## config.mk

```make
export PLATFORM = sky130hd
export DESIGN_NAME = alu8_core
export DESIGN_NICKNAME = d
export VERILOG_FILES = /design/src/rtl/alu8_pkg.sv /design/src/rtl/alu8_arith.sv /design/src/rtl/alu8_logic.sv /design/src/rtl/alu8_status_reg.sv /design/src/rtl/alu8_core.sv
export SDC_FILE = /design/constraint.sdc
export NUM_CORES = 1
export LEC_CHECK = 0
export BUFFER_PORTS_ARGS = -buffer_cell sky130_fd_sc_hd__buf_4
export CAP_MARGIN = 10
export CORE_UTILIZATION = 50
export CTS_BUF_LIST = sky130_fd_sc_hd__clkbuf_4
export CTS_CLUSTER_DIAMETER = 150
export DETAILED_ROUTE_END_ITERATION = 6
export GPL_TIMING_DRIVEN = 0
export PLACE_DENSITY = 0.75
export REMOVE_ABC_BUFFERS = 1
export SLEW_MARGIN = 30
export SYNTH_ARGS = -nofsm -noshare
export SYNTH_HDL_FRONTEND = slang
export SYNTH_HIERARCHICAL = 1
export SYNTH_SLANG_ARGS = --single-unit
```

## constraint.sdc

```tcl
create_clock -name clk -period 13.1 [get_ports clk]
set_input_delay 0.655 -clock clk [delete_from_list [all_inputs] [get_ports clk]]
set_output_delay 0.655 -clock clk [all_outputs]
set_load 0.01 [all_outputs]
```

## src/rtl/alu8_pkg.sv

```systemverilog
package alu8_pkg;

    localparam int DW  = 8;
    localparam int NW  = DW / 2;
    localparam int OPW = 5;
    localparam int SW  = 8;
    localparam int FW  = 4;

    localparam int ST_C   = 0;
    localparam int ST_AC  = 1;
    localparam int ST_Z   = 2;
    localparam int ST_OV  = 3;
    localparam int ST_PDF = 4;
    localparam int ST_TO  = 5;

    localparam logic [NW-1:0] BCD_MAX = NW'(9);
    localparam logic [DW:0]   ADJ_LO  = (DW+1)'(6);
    localparam logic [DW:0]   ADJ_HI  = (DW+1)'(96);

    typedef enum logic [OPW-1:0] {
        OP_ADD = 5'd0,  OP_ADC = 5'd1,  OP_SUB = 5'd2,  OP_SBC = 5'd3,
        OP_DAA = 5'd4,  OP_AND = 5'd5,  OP_OR  = 5'd6,  OP_XOR = 5'd7,
        OP_CPL = 5'd8,  OP_RL  = 5'd9,  OP_RR  = 5'd10, OP_RLC = 5'd11,
        OP_RRC = 5'd12, OP_INC = 5'd13, OP_DEC = 5'd14, OP_SZ  = 5'd15,
        OP_SNZ = 5'd16, OP_SIZ = 5'd17, OP_SDZ = 5'd18
    } alu_op_e;

    typedef struct packed {
        logic ov;
        logic z;
        logic ac;
        logic c;
    } flags_t;

    typedef struct packed {
        logic [DW-1:0] res;
        logic          skip;
        flags_t        fl;
        flags_t        upd;
    } alu_res_t;

    typedef struct packed {
        logic [DW-1:0] sum;
        logic          co;
        logic          hc;
        logic          ov;
    } add_t;

    function automatic add_t add_core(input logic [DW-1:0] a,
                                      input logic [DW-1:0] b,
                                      input logic          ci);
        logic [NW:0]   lo;
        logic [DW-1:0] low7;
        logic [DW:0]   full;
        add_t          r;
        lo   = {1'b0, a[NW-1:0]} + {1'b0, b[NW-1:0]} + {{NW{1'b0}}, ci};
        low7 = {1'b0, a[DW-2:0]} + {1'b0, b[DW-2:0]} + {{(DW-1){1'b0}}, ci};
        full = {1'b0, a} + {1'b0, b} + {{DW{1'b0}}, ci};
        r.sum = full[DW-1:0];
        r.co  = full[DW];
        r.hc  = lo[NW];
        r.ov  = low7[DW-1] ^ full[DW];
        return r;
    endfunction

    function automatic logic is_arith(input alu_op_e op);
        return (op == OP_ADD) || (op == OP_ADC) || (op == OP_SUB) ||
               (op == OP_SBC) || (op == OP_DAA);
    endfunction

endpackage

```

## src/rtl/alu8_arith.sv

```systemverilog
module alu8_arith
    import alu8_pkg::*;
(
    input  alu_op_e       op,
    input  logic [DW-1:0] a,
    input  logic [DW-1:0] b,
    input  flags_t        fin,
    output alu_res_t      y
);

    logic          is_sub;
    logic [DW-1:0] b_eff;
    logic          c_eff;
    add_t          s;
    logic          lo_adj;
    logic          hi_adj;
    logic [DW:0]   t9;
    logic [DW:0]   r9;

    // Subtraction reuses the adder: a + ~b + carry, carry meaning "no borrow"
    assign is_sub = (op == OP_SUB) || (op == OP_SBC);
    assign b_eff  = is_sub ? ~b : b;

    always_comb begin
        case (op)
            OP_ADD:  c_eff = 1'b0;
            OP_SUB:  c_eff = 1'b1;
            default: c_eff = fin.c;
        endcase
    end

    assign s = add_core(a, b_eff, c_eff);

    // Decimal correction in two steps
    assign lo_adj = (a[NW-1:0] > BCD_MAX) || fin.ac;
    assign t9     = {1'b0, a} + (lo_adj ? ADJ_LO : '0);
    assign hi_adj = (t9[DW-1:NW] > BCD_MAX) || fin.c || t9[DW];
    assign r9     = t9 + (hi_adj ? ADJ_HI : '0);

    always_comb begin
        y      = '0;
        y.res  = a;
        y.fl   = fin;
        case (op)
            OP_ADD, OP_ADC, OP_SUB, OP_SBC: begin
                y.res   = s.sum;
                y.fl.c  = s.co;
                y.fl.ac = s.hc;
                y.fl.ov = s.ov;
                y.fl.z  = (s.sum == '0);
                y.upd   = '{ov: 1'b1, z: 1'b1, ac: 1'b1, c: 1'b1};
            end
            OP_DAA: begin
                y.res   = r9[DW-1:0];
                y.fl.c  = fin.c | r9[DW];
                y.fl.z  = (r9[DW-1:0] == '0);
                y.upd   = '{ov: 1'b0, z: 1'b1, ac: 1'b0, c: 1'b1};
            end
            default: begin
                y.upd   = '0;
            end
        endcase
    end

endmodule

```

## src/rtl/alu8_logic.sv

```systemverilog
module alu8_logic
    import alu8_pkg::*;
(
    input  alu_op_e       op,
    input  logic [DW-1:0] a,
    input  logic [DW-1:0] b,
    input  flags_t        fin,
    output alu_res_t      y
);

    logic [DW-1:0] a_inc;
    logic [DW-1:0] a_dec;

    assign a_inc = a + DW'(1);
    assign a_dec = a - DW'(1);

    always_comb begin
        y      = '0;
        y.res  = a;
        y.fl   = fin;
        case (op)
            OP_AND, OP_OR, OP_XOR, OP_CPL, OP_INC, OP_DEC: begin
                case (op)
                    OP_AND:  y.res = a & b;
                    OP_OR:   y.res = a | b;
                    OP_XOR:  y.res = a ^ b;
                    OP_CPL:  y.res = ~a;
                    OP_INC:  y.res = a_inc;
                    default: y.res = a_dec;
                endcase
                y.fl.z  = (y.res == '0);
                y.upd.z = 1'b1;
            end
            OP_RL:  y.res = {a[DW-2:0], a[DW-1]};
            OP_RR:  y.res = {a[0], a[DW-1:1]};
            OP_RLC: begin
                y.res   = {a[DW-2:0], fin.c};
                y.fl.c  = a[DW-1];
                y.upd.c = 1'b1;
            end
            OP_RRC: begin
                y.res   = {fin.c, a[DW-1:1]};
                y.fl.c  = a[0];
                y.upd.c = 1'b1;
            end
            OP_SZ:  y.skip = (a == '0);
            OP_SNZ: y.skip = (a != '0);
            OP_SIZ: begin
                y.res  = a_inc;
                y.skip = (a_inc == '0);
            end
            OP_SDZ: begin
                y.res  = a_dec;
                y.skip = (a_dec == '0);
            end
            default: y.res = a;
        endcase
    end

endmodule

```

## src/rtl/alu8_status_reg.sv

```systemverilog
module alu8_status_reg
    import alu8_pkg::*;
(
    input  logic          clk,
    input  logic          rst,
    input  logic          op_upd,
    input  flags_t        fl_new,
    input  flags_t        fl_mask,
    input  logic          sw_wr,
    input  flags_t        sw_fl,
    input  logic          clrwdt,
    input  logic          halt,
    input  logic          wdt_to,
    output logic [SW-1:0] status
);

    logic [FW-1:0] fl_q;
    logic [FW-1:0] merged;
    logic          pdf_q;
    logic          to_q;

    assign merged = (fl_q & ~fl_mask) | (fl_new & fl_mask);

    always_ff @(posedge clk) begin
        if (rst) begin
            fl_q  <= '0;
            pdf_q <= 1'b0;
            to_q  <= 1'b0;
        end else begin
            if (sw_wr) begin
                fl_q <= sw_fl;
            end else if (op_upd) begin
                fl_q <= merged;
            end

            if (halt) begin
                pdf_q <= 1'b1;
            end else if (clrwdt) begin
                pdf_q <= 1'b0;
            end

            if (wdt_to) begin
                to_q <= 1'b1;
            end else if (halt || clrwdt) begin
                to_q <= 1'b0;
            end
        end
    end

    assign status = {{(SW-ST_TO-1){1'b0}}, to_q, pdf_q, fl_q};

endmodule

```

## src/rtl/alu8_core.sv

```systemverilog
module alu8_core
    import alu8_pkg::*;
(
    input  logic           clk,
    input  logic           rst,
    input  logic           op_valid,
    input  logic [OPW-1:0] op,
    input  logic [DW-1:0]  opa,
    input  logic [DW-1:0]  opb,
    input  logic           sw_wr,
    input  logic [SW-1:0]  sw_wdata,
    input  logic           evt_clrwdt,
    input  logic           evt_halt,
    input  logic           evt_wdt_to,
    output logic [DW-1:0]  result,
    output logic           skip,
    output logic [SW-1:0]  status
);

    alu_op_e  op_e;
    flags_t   fl_cur;
    flags_t   sw_fl;
    alu_res_t y_arith;
    alu_res_t y_logic;
    alu_res_t y_sel;
    logic     unused_wdata_hi;

    assign op_e            = alu_op_e'(op);
    assign fl_cur          = flags_t'(status[FW-1:0]);
    assign sw_fl           = flags_t'(sw_wdata[FW-1:0]);
    assign unused_wdata_hi = ^sw_wdata[SW-1:FW];

    alu8_arith u_arith (
        .op  (op_e),
        .a   (opa),
        .b   (opb),
        .fin (fl_cur),
        .y   (y_arith)
    );

    alu8_logic u_logic (
        .op  (op_e),
        .a   (opa),
        .b   (opb),
        .fin (fl_cur),
        .y   (y_logic)
    );

    assign y_sel  = is_arith(op_e) ? y_arith : y_logic;
    assign result = y_sel.res;
    assign skip   = y_sel.skip;

    alu8_status_reg u_status (
        .clk     (clk),
        .rst     (rst),
        .op_upd  (op_valid),
        .fl_new  (y_sel.fl),
        .fl_mask (y_sel.upd),
        .sw_wr   (sw_wr),
        .sw_fl   (sw_fl),
        .clrwdt  (evt_clrwdt),
        .halt    (evt_halt),
        .wdt_to  (evt_wdt_to),
        .status  (status)
    );

endmodule

```

==> results.json <==
{
  "coreArea_sq_um": 6460,
  "hold_class": "reg2reg",
  "synthMuxAreaShare_pct": 7.95,
  "overflow": 0,
  "holdWs_ns": 0.482,
  "timing.final.ws_setup_ns": 7.78,
  "cp-end-kind": "output pin",
  "async_flop_share_pct": 0,
  "pre_cts_slack_ns": 7.86,
  "cts-htree-levels": 1,
  "cp-start-kind": "input port",
  "wl_per_cell_um": 19.3,
  "antenna_found_initial": 0,
  "cts_buffers": 3,
  "gp_congestion": 1.02,
  "synth_fa_ha_area_share_pct": 14.1,
  "drc": 2,
  "die_h_um": 84.5,
  "worstHoldPathCells": 2,
  "finalClockSkew_ns": 0.00285,
  "grt_pass1_vias": 3198,
  "layout_common_cells": "buf_4 (46), nor2_1 (34), inv_1 (32), ha_1 (32), nand2_1 (28)",
  "finalHoldViolCount": 0,
  "combPwrFrac_pct": 78.6,
  "clk_pin_slew_worst_paths_ns": 0.04,
  "path_max_fanout": 23,
  "cp.arrival_ns": 4.67,
  "synth_compound_area_share_pct": 28.3,
  "dr_total_vias": 3548,
  "worstMarginPinSlew_ns": 0.764,
  "rsz0062_at_grt": "false",
  "fmax_mhz": 188,
  "syn_inst": 448,
  "critPathKind": "in2out",
  "max-slew-margin-rel_pct": 48.8,
  "rows": 29,
  "p_total_mw": 0.180,
  "dp_cells": 530,
  "drt_first_pass_iters": 7,
  "die_area_sq_um": 7140,
  "synth_area_sq_um": 3400,
  "maxCapViolations": 0,
  "clk_path_buf_depth": 2,
  "grt_usage_pct": 28.4,
  "yosysUniqueCellTypes": 85,
  "floorplan.initialDensity_pct": 52.7,
  "clkLatencyLatePin_ns": 0.24,
  "power_density_nw_per_um2": 50.0,
  "hpwl_mm": 7.69,
  "synth_area_per_cell_sq_um": 7.59,
  "post_cts_buffers": 0,
  "final_common_cell": "buf_4",
  "critical_path_required_ns": 12.44,
  "n_antenna_cell": 0,
  "hold_path_end": "u_status/pdf_q",
  "syn_to_final_growth_pct": 5.92,
  "nFillCells": 615,
  "switching_share_pct": 49.2,
  "drv_slew": 0,
  "cts_tree": "done",
  "leakage_nw": 1.64,
  "synth_top_family_by_area": "compound AO/OA/AOI/OAI gates",
  "violations": "DRC",
  "period_minus_slack_ns": 5.32,
  "final_cells": 533,
  "cts_hold_buffers": 0,
  "post-route-period-util_pct": 40.6,
  "drive_above_1_share_pct": 20.8,
  "drtAntennaViolNets": 0,
  "via_per_inst": 6.66,
  "reg2reg_slack_ns": 8.36,
  "cts_sinks": 6,
  "die_w_um": 84.5,
  "finalSetupViolCount": 0,
  "final_nets": 530,
  "wirelength_mm": 10.3,
  "drt_iter0_drc": 421,
  "seq_power_share_pct": 12.1,
  "synthSimpleGateAreaFrac_pct": 24.5,
  "peakVddDrop_mv": 0.0326,
  "outcome": "complete, but fails checks",
  "min_from": "u_status/pdf_q",
  "internal_power_mw": 0.0915,
  "synthXorXnorAreaFrac_pct": 8.94,
  "synth_flop_cell": "dfxtp_1",
  "io_pins": 53,
  "r2r_cells": 17,
  "synth-edff-count": 0,
  "grt_max_degree": 25,
  "totalNegativeSetupSlack_ns": 0,
  "cts-root-buf": "clkbuf_4",
  "yosysSeqAreaShare_pct": 3.53,
  "p_clk_share_pct": 9.2,
  "switching_power_mw": 0.0887,
  "postCtsResizedCells": 0,
  "synth_warnings": 6,
  "port_buffers": 46,
  "ys_seq_elements": 6,
  "grt_pass1_wl_mm": 16.2
}
## stage by stage
| stage | cell area (sq um) | util [%] |
|---|---|---|
| global placement | 3560 | 55.2 |
| global route | 3600 | 55.8 |
| detailed placement | 3580 | 55.4 |
| CTS | 3600 | 55.8 |
| finish | 3600 | 55.8 |
| floorplan | 3120 | - |
## cells in the mapped netlist, types with 8 or more instances
cell type | number | share of area (%)
nor4_1 | 8 | 1.5
nand2_1 | 28 | 3.1
buf_2 | 14 | 2.1
o21ai_0 | 14 | 2.1
nor2_1 | 34 | 3.8
nand2b_1 | 9 | 1.7
nand3_1 | 15 | 2.2
ha_1 | 32 | 12
xor2_1 | 15 | 3.9
a21oi_1 | 21 | 3.1
mux2_4 | 10 | 4.4
mux2_2 | 8 | 2.6
xnor2_1 | 17 | 4.4
inv_1 | 32 | 3.5
buf_4 | 22 | 4.9
## worst max-delay path, stage by stage
cell      delay, ns
buf_4          0.24
inv_1          0.10
nand2_1        0.32
clkinv_1       0.40
and2_1         0.43
xor2_1         0.22
fa_1           0.45
fa_1           0.42
a21oi_1        0.22
o211ai_1       0.17
nor2_1         0.14
xnor2_1        0.14
a221o_1        0.34
mux2_2         0.28
buf_4          0.14
## power by group through the flow
stage                     Sequential, mW  Combinational [mW]  Clock [mW]
final                             0.0218               0.142      0.0167
after global routing              0.0220               0.152      0.0189
after CTS                         0.0218               0.138      0.0175
after detailed placement          0.0221               0.138           0
after global placement            0.0221               0.134           0
after floorplan                   0.0220              0.0868           0
## worst max path at each step
| stage | startpoint | endpoint | slack (ns) |
|---|---|---|---|
| after floorplan | opa[2] | flop | 8.56 |
| after global placement | opa[3] | flop | 7.98 |
| after detailed placement | opa[3] | result[7] | 7.86 |
| after CTS | op[2] | result[6] | 7.84 |
| after global routing | op[2] | result[6] | 7.59 |
| final | op[2] | result[6] | 7.78 |
## cells by family (layout without fill, tap and decap cells)
| family | count (synthesis) | after routing |
|---|---|---|
| AND/OR/NAND/NOR | 147 | 147 |
| AO/OA/AOI/OAI | 123 | 123 |
| buffers and inverters | 79 | 85 |
| multiplexers | 21 | 21 |
| adder cells (fa/ha/maj) | 36 | 36 |
| flip-flops | 6 | 6 |
| other | 3 | 5 |
| XOR/XNOR | 33 | 33 |
## cell type report
cell class	count	area, sq um	share of cell area, %
Clock buffer	3	22.5	0.625
Inverter	36	135	3.75
Multi-Input combinational cell	365	2880	80.0
Sequential cell	6	120	3.33
Tap cell	77	96.3	2.67
Timing Repair Buffer	46	345	9.59
## layer usage
| layer | track usage (%) | up-vias | part of all wire (%) |
|---|---|---|---|
| met2 | 47.3 | 230 | 45 |
| met4 | 6.01 | 0 | 2.2 |
| met5 | 0 | - | 0 |
| met3 | 2.75 | 26 | 10 |
| li1 | - | 1654 | - |
| met1 | 39.7 | 1638 | 43 |
(Power assumes the default switching activity.)
